## src/rtl/drop_bus_pkg.sv

```systemverilog
package drop_bus_pkg;

    typedef struct packed {
        logic neg_edge;
        logic v1_en;
        logic par_timing;
        logic par_even;
    } bus_cfg_t;

    localparam bus_cfg_t CFG_RESET = '{neg_edge: 1'b0, v1_en: 1'b0,
                                       par_timing: 1'b0, par_even: 1'b0};

endpackage

```

## src/rtl/dbus_cfg_hold.sv

```systemverilog
module dbus_cfg_hold
    import drop_bus_pkg::*;
(
    input  logic     clk,
    input  logic     rst_n,
    input  logic     sof,
    input  bus_cfg_t cfg_in,
    output bus_cfg_t cfg_act,
    output bus_cfg_t cfg_q
);

    typedef struct packed {
        logic     live;
        bus_cfg_t cfg;
    } hold_t;

    hold_t st_d, st_q;

    always_comb begin
        st_d      = st_q;
        st_d.live = 1'b1;
        if (sof) begin
            st_d.cfg = cfg_in;
        end
        cfg_act = st_d.cfg;
    end

    always_ff @(posedge clk) begin
        if (!rst_n) begin
            st_q.live <= 1'b0;
            st_q.cfg  <= CFG_RESET;
        end else begin
            st_q <= st_d;
        end
    end

    assign cfg_q = st_q.cfg;

    // configuration holds between frame starts
    a_r10_cfg_only_at_sof: assert property (@(posedge clk) disable iff (!rst_n)
        (st_q.live && !$past(sof)) |-> $stable(cfg_q));

    // frame start loads the configuration inputs
    a_r10_cfg_load: assert property (@(posedge clk) disable iff (!rst_n)
        (st_q.live && $past(sof)) |-> (cfg_q == $past(cfg_in)));

endmodule

```

## src/rtl/dbus_lane_fmt.sv

```systemverilog
module dbus_lane_fmt
    import drop_bus_pkg::*;
#(
    parameter int DATA_W = 8,
    localparam int PTR_W = 2 * DATA_W
) (
    input  logic              clk,
    input  logic              rst_n,
    input  logic [DATA_W-1:0] in_byte,
    input  logic              in_sof,
    input  logic              in_j1,
    input  logic              in_v1,
    input  logic              in_spe,
    input  logic              in_is_h1,
    input  logic              in_is_h2,
    input  logic [PTR_W-1:0]  ptr_word,
    input  bus_cfg_t          cfg_act,
    output logic [DATA_W-1:0] data_q,
    output logic              mark_q,
    output logic              spe_q
);

    typedef struct packed {
        logic              live;
        logic [DATA_W-1:0] data;
        logic              mark;
        logic              spe;
    } lane_t;

    lane_t st_d, st_q;

    always_comb begin
        st_d      = st_q;
        st_d.live = 1'b1;
        if (in_is_h1) begin
            st_d.data = ptr_word[PTR_W-1:DATA_W];
        end else if (in_is_h2) begin
            st_d.data = ptr_word[DATA_W-1:0];
        end else begin
            st_d.data = in_byte;
        end
        st_d.mark = in_sof | in_j1 | (in_v1 & cfg_act.v1_en);
        st_d.spe  = in_spe;
    end

    always_ff @(posedge clk) begin
        if (!rst_n) begin
            st_q <= '0;
        end else begin
            st_q <= st_d;
        end
    end

    assign data_q = st_q.data;
    assign mark_q = st_q.mark;
    assign spe_q  = st_q.spe;

    // plain bytes pass with one clock of latency
    a_r2_passthrough: assert property (@(posedge clk) disable iff (!rst_n)
        (st_q.live && !$past(in_is_h1) && !$past(in_is_h2)) |-> (data_q == $past(in_byte)));

    // H1 position carries the upper pointer byte
    a_r3_h1_insert: assert property (@(posedge clk) disable iff (!rst_n)
        (st_q.live && $past(in_is_h1)) |-> (data_q == $past(ptr_word[PTR_W-1:DATA_W])));

    // H2 position carries the lower pointer byte
    a_r3_h2_insert: assert property (@(posedge clk) disable iff (!rst_n)
        (st_q.live && $past(in_is_h2) && !$past(in_is_h1)) |-> (data_q == $past(ptr_word[DATA_W-1:0])));

    // J0 and J1 always mark
    a_r4_j0_j1_mark: assert property (@(posedge clk) disable iff (!rst_n)
        (st_q.live && ($past(in_sof) || $past(in_j1))) |-> mark_q);

    // no mark without a flagged byte
    a_r5_no_stray_mark: assert property (@(posedge clk) disable iff (!rst_n)
        (st_q.live && !$past(in_sof) && !$past(in_j1) && !$past(in_v1)) |-> !mark_q);

    // payload indication delayed one clock
    a_r6_spe_follow: assert property (@(posedge clk) disable iff (!rst_n)
        st_q.live |-> (spe_q == $past(in_spe)));

endmodule

```

## src/rtl/dbus_parity.sv

```systemverilog
module dbus_parity #(
    parameter int WIDTH = 10
) (
    input  logic [WIDTH-1:0] bits,
    input  logic             even,
    output logic             par
);

    logic [WIDTH:0] chain;

    assign chain[0] = 1'b0;

    for (genvar i = 0; i < WIDTH; i++) begin : g_xor
        assign chain[i+1] = chain[i] ^ bits[i];
    end

    assign par = chain[WIDTH] ^ ~even;

endmodule

```

## src/rtl/dbus_drop_fmt.sv

```systemverilog
module dbus_drop_fmt
    import drop_bus_pkg::*;
#(
    parameter int DATA_W = 8,
    localparam int PTR_W = 2 * DATA_W,
    localparam int PAR_W = DATA_W + 2
) (
    input  logic              clk,
    input  logic              rst_n,
    input  logic [DATA_W-1:0] in_byte,
    input  logic              in_sof,
    input  logic              in_j1,
    input  logic              in_v1,
    input  logic              in_spe,
    input  logic              in_is_h1,
    input  logic              in_is_h2,
    input  logic [PTR_W-1:0]  ptr_word,
    input  logic              cfg_par_even,
    input  logic              cfg_par_timing,
    input  logic              cfg_v1_en,
    input  logic              cfg_neg_edge,
    output logic              bus_clk,
    output logic [DATA_W-1:0] bus_data,
    output logic              bus_par,
    output logic              bus_mark,
    output logic              bus_spe
);

    bus_cfg_t cfg_in, cfg_act, cfg_q;
    logic [PAR_W-1:0] par_bits;

    assign cfg_in = '{neg_edge: cfg_neg_edge, v1_en: cfg_v1_en,
                      par_timing: cfg_par_timing, par_even: cfg_par_even};

    dbus_cfg_hold i_cfg (
        .clk     (clk),
        .rst_n   (rst_n),
        .sof     (in_sof),
        .cfg_in  (cfg_in),
        .cfg_act (cfg_act),
        .cfg_q   (cfg_q)
    );

    dbus_lane_fmt #(.DATA_W(DATA_W)) i_lane (
        .clk      (clk),
        .rst_n    (rst_n),
        .in_byte  (in_byte),
        .in_sof   (in_sof),
        .in_j1    (in_j1),
        .in_v1    (in_v1),
        .in_spe   (in_spe),
        .in_is_h1 (in_is_h1),
        .in_is_h2 (in_is_h2),
        .ptr_word (ptr_word),
        .cfg_act  (cfg_act),
        .data_q   (bus_data),
        .mark_q   (bus_mark),
        .spe_q    (bus_spe)
    );

    assign par_bits = {bus_data, bus_mark & cfg_q.par_timing, bus_spe & cfg_q.par_timing};

    dbus_parity #(.WIDTH(PAR_W)) i_par (
        .bits (par_bits),
        .even (cfg_q.par_even),
        .par  (bus_par)
    );

    assign bus_clk = clk ^ cfg_q.neg_edge;

    // total ones over covered leads matches selected sense
    a_r7_parity_sense: assert property (@(posedge clk) disable iff (!rst_n)
        ((^{bus_data, bus_par}) ^ (cfg_q.par_timing & (bus_mark ^ bus_spe))) == !cfg_q.par_even);

    // in data-only scope the timing leads never move parity
    a_r8_scope_data_only: assert property (@(posedge clk) disable iff (!rst_n)
        !cfg_q.par_timing |-> (bus_par == ((^bus_data) ^ !cfg_q.par_even)));

endmodule

```

## config.mk

```make
export PLATFORM = sky130hd
export DESIGN_NAME = dbus_drop_fmt
export DESIGN_NICKNAME = d
export VERILOG_FILES = /design/src/rtl/drop_bus_pkg.sv /design/src/rtl/dbus_cfg_hold.sv /design/src/rtl/dbus_lane_fmt.sv /design/src/rtl/dbus_parity.sv /design/src/rtl/dbus_drop_fmt.sv
export SDC_FILE = /design/constraint.sdc
export NUM_CORES = 1
export LEC_CHECK = 0
export BUFFER_PORTS_ARGS = -buffer_cell sky130_fd_sc_hd__buf_2
export CAP_MARGIN = 5
export CORE_MARGIN = 4
export CORE_UTILIZATION = 30
export CTS_CLUSTER_DIAMETER = 30
export CTS_CLUSTER_SIZE = 28
export DETAILED_ROUTE_END_ITERATION = 7
export GPL_TIMING_DRIVEN = 0
export SLEW_MARGIN = 15
export SYNTH_ARGS = -nofsm -noshare
export SYNTH_HDL_FRONTEND = slang
export SYNTH_SLANG_ARGS = --single-unit
```

## constraint.sdc

```tcl
create_clock -name clk -period 1.2 [get_ports clk]
set_clock_uncertainty 0.1 [all_clocks]
set_input_delay 0.12 -clock clk [delete_from_list [all_inputs] [get_ports clk]]
set_output_delay 0.12 -clock clk [all_outputs]
set_load 0.02 [all_outputs]
```

; Word level (Yosys, flattened, before mapping)
; Index checks and enable logic that the tools add are counted.
[totals]
ff_bits = 14
input_bits = 36
out_inout_bits = 12
wordCells = 27
[classes]
muxes = 3
bitwise_logic = 17
[ops]
columns = op, count
row1 = 2-to-1 mux 8 bit, 2
row2 = bitwise XOR 1 bit, 11
row3 = AND 1 bit, 3
row4 = 2-to-1 mux 3 bit, 1
row5 = bitwise OR 1 bit, 2
row6 = NOT 1 bit, 1

; Logic depth before layout (Yosys ltp)
[depth]
depth_word = 11
ltp_mapped = 4
ltp_nobuf = 3

; Hierarchy
; Synthesis repeated with hierarchy kept, for this count alone.
[hier_totals]
hier_cells = 64
hier_area_um2 = 768.2
[modules_own_cells]
columns = mod, instances, cells_each, area_per_inst_um2, seq_area_each_um2
row1 = dbus_lane_fmt, 1, 40, 500.5, 200.2
row2 = dbus_cfg_hold, 1, 12, 153.9, 80.1
row3 = dbus_parity, 1, 9, 92.6, 0.0
row4 = dbus_drop_fmt, 1, 3, 21.3, 0.0

==> results.toml <==
[timing]
rsz0062_at_grt = "yes"
post-route-period-util_pct = 163
final.min_clock_period_ns = 1.95
worstMarginPinSlew_ns = 0.427
fin_ws_ns = -0.753
hold_viol = 0
fin_setup_tns_ns = -0.791
fmax_mhz = 512
drv_slew = 0
worst_hold_slack_ns = 0.0664
finalSetupViolCount = 2
slew_headroom_pct = 71.6

[pwr]
clkPwrFrac_pct = 36.2
p_switching_uw = 444
powerDensity_nw_per_um2 = 1160
internal-power_mw = 1.09
pwr-share-seq_pct = 33.9
p_leak_nw = 0.659
swShare_pct = 28.9
peakVddDrop_mv = 0.806
combPwrFrac_pct = 29.8

[route]
dr.pass1.iters = 4
route.vias.total = 777
wire_per_inst_um = 13.3
first_iter_violations = 7
ant_nets = 0
drc = 0
vias_per_cell = 4.52
routed_wl_um = 2290

[setup_path]
worstSetupEndpointType = "output pin"
crit_fanout = 2
cp.required_ns = 0.98
crit_start = "i_lane.data_q[2]"
crit_path_start_kind = "flop"
cp.arrival_ns = 1.73
r2r_start = "i_cfg.cfg_q[2]"
worst-setup-path-type = "flop to output pin"

[floorplan]
die_area_um2 = 3020
ios = 48
die-width_um = 54.9
core-area_um2 = 2020
initial_core_util_pct = 32.7
die_h_um = 54.9
rows = 16

[global_route]
grt_pass1_vias = 822
grt_pass1_wl_um = 3420
grt_usage_pct = 17.2
antenna_found_initial = 0
grt_max_degree = 11
grt_overflow = 0

[placement]
port_buffers = 45
hpwl_um = 1350
gp_routability_congestion = 0.737
placed_area_um2 = 930
placed_cells_incl_taps = 135

[finish]
fillers = 161
finalCoreUtilization_pct = 65.3
drive_above_1_share_pct = 42.1
final_area_um2 = 1320
syn_to_final_growth_pct = 100
instances_no_fill = 172
diodes = 0
nets = 182

[min_path]
hold_class = "input pin to flop"
worstHoldStart = "in_is_h1"

[status]
violations = "negative setup slack"
status = "finished with violations"

[logic_synthesis]
yosys-top-cells-area = "dfxtp_1, mux2i_1, xnor3_1"
syn_inst = 63
yosysTopAreaCellShare_pct = 42.4
synth_common_cells = "dfxtp_1, mux2i_1, a21oi_1, o21ai_0, nor2b_1"
synth-edff-count = 0
synth_fp_nets = 99
synth.most_common_cell = "dfxtp_1"
ys_seq_area_share_pct = 42.4
synthArstFlopShare_pct = 0
ys_types = 15
yosysWarnings = 0
syn-cell-area_um2 = 661
avgSynthCellArea_um2 = 10.5
ys_ff_latch = 14
synth_top_area_cell = "dfxtp_1"
synth_flop_cell = "dfxtp_1"

[flow_run]
max_cap_viol_count = 0

[cts]
cts_tree = "yes"
clk_pin_slew_worst_paths_ns = 0.08
clk_latency_ns = 0.38
cts_setup_buffers = 0
-- power groups by stage --
| stage | clock network, mW | logic [mW] | registers, mW |
|---|---|---|---|
| floorplan | 0.0710 | 0.187 | 0.558 |
| global placement | 0.101 | 0.333 | 0.528 |
| detailed placement | 0.101 | 0.336 | 0.529 |
| CTS | 0.576 | 0.449 | 0.519 |
| global route | 0.613 | 0.490 | 0.525 |
| finish | 0.556 | 0.458 | 0.521 |
-- registers in the layout, summed over array words and instances, names as in the netlist --
signal         cells
i_lane.mark_q      1
i_cfg.cfg_q        4
i_lane.data_q      8
i_lane.spe_q       1
-- cells by family (layout without fill, tap and decap cells) --
kind of cell	after synthesis	after routing	share of synthesized area, %
AO/OA/AOI/OAI	17	17	13.3
flip-flops	14	14	42.4
multiplexers	12	12	18.2
XOR/XNOR	8	8	16.9
AND/OR/NAND/NOR	7	7	6.25
buffers and inverters	5	87	3.03
-- worst paths after layout --
path	to	slack, ns	cells past startpoint
worst max-delay path	bus_par	-0.75	4
worst min-delay path	i_lane.data_q[7]	0.07	4
worst max register to register	i_lane.mark_q	0.42	2
worst min register to register	i_lane.mark_q	0.42	2
-- cells in the final DEF (no fill, tap or decap) --
master         count
buf_2             42
dlygate4sd3_1     32
mux2i_1           12
o21ai_0            8
a21oi_1            8
dfxtp_1            7
dfxtp_2            6
nor2b_1            5
clkbuf_4           5
buf_4              3
xor2_1             2
xnor2_1            2
xnor3_1            2
nand2_1            1
xnor2_2            1
xnor3_2            1
inv_1              1
buf_1              1
clkbuf_1           1
and2_1             1
a211oi_1           1
clkbuf_8           1
dfxtp_4            1
buf_6              1
-- critical path, cell delays in order, from the launching register on --
cell     delay, ns
dfxtp_4       0.34
xnor3_1       0.38
xnor3_1       0.22
xnor3_2       0.26
buf_6         0.14
-- area by class of cell --
cell class / count / area [µm²] / share of cell area (%)
timing repair buffer: 76 / 552 / 41.8
multi-input combinational: 44 / 369 / 27.9
sequential: 14 / 292 / 22.1
clock buffer: 7 / 58.8 / 4.45
tap: 27 / 33.8 / 2.56
buffer: 3 / 12.5 / 0.947
inverter: 1 / 3.75 / 0.284
-- per-layer routing --
layer / routed length [µm] / global-route usage [%]
met1: 822 / 16.2
met2: 1280 / 30.1
met3: 88 / 4.29
met4: 104 / 15.8
met5: 0 / 0
-- through the flow --
stage                     total power, mW  setup slack (ns)
final                                1.54            -0.753
after global routing                 1.63            -0.814
after CTS                            1.54            -0.763
after detailed placement            0.966            -0.357
after global placement              0.962            -0.361
after floorplan                     0.816            -0.276
-- what timing repair did --
action / CTS / global route
resized for setup: 4 / 4
endpoints found under the hold margin: 14 / 0
setup endpoints to repair: 2 / 10
hold buffers: 32 / 0
pin swaps: 1 / 1
Note: power is estimated with default switching activity, not from simulation.
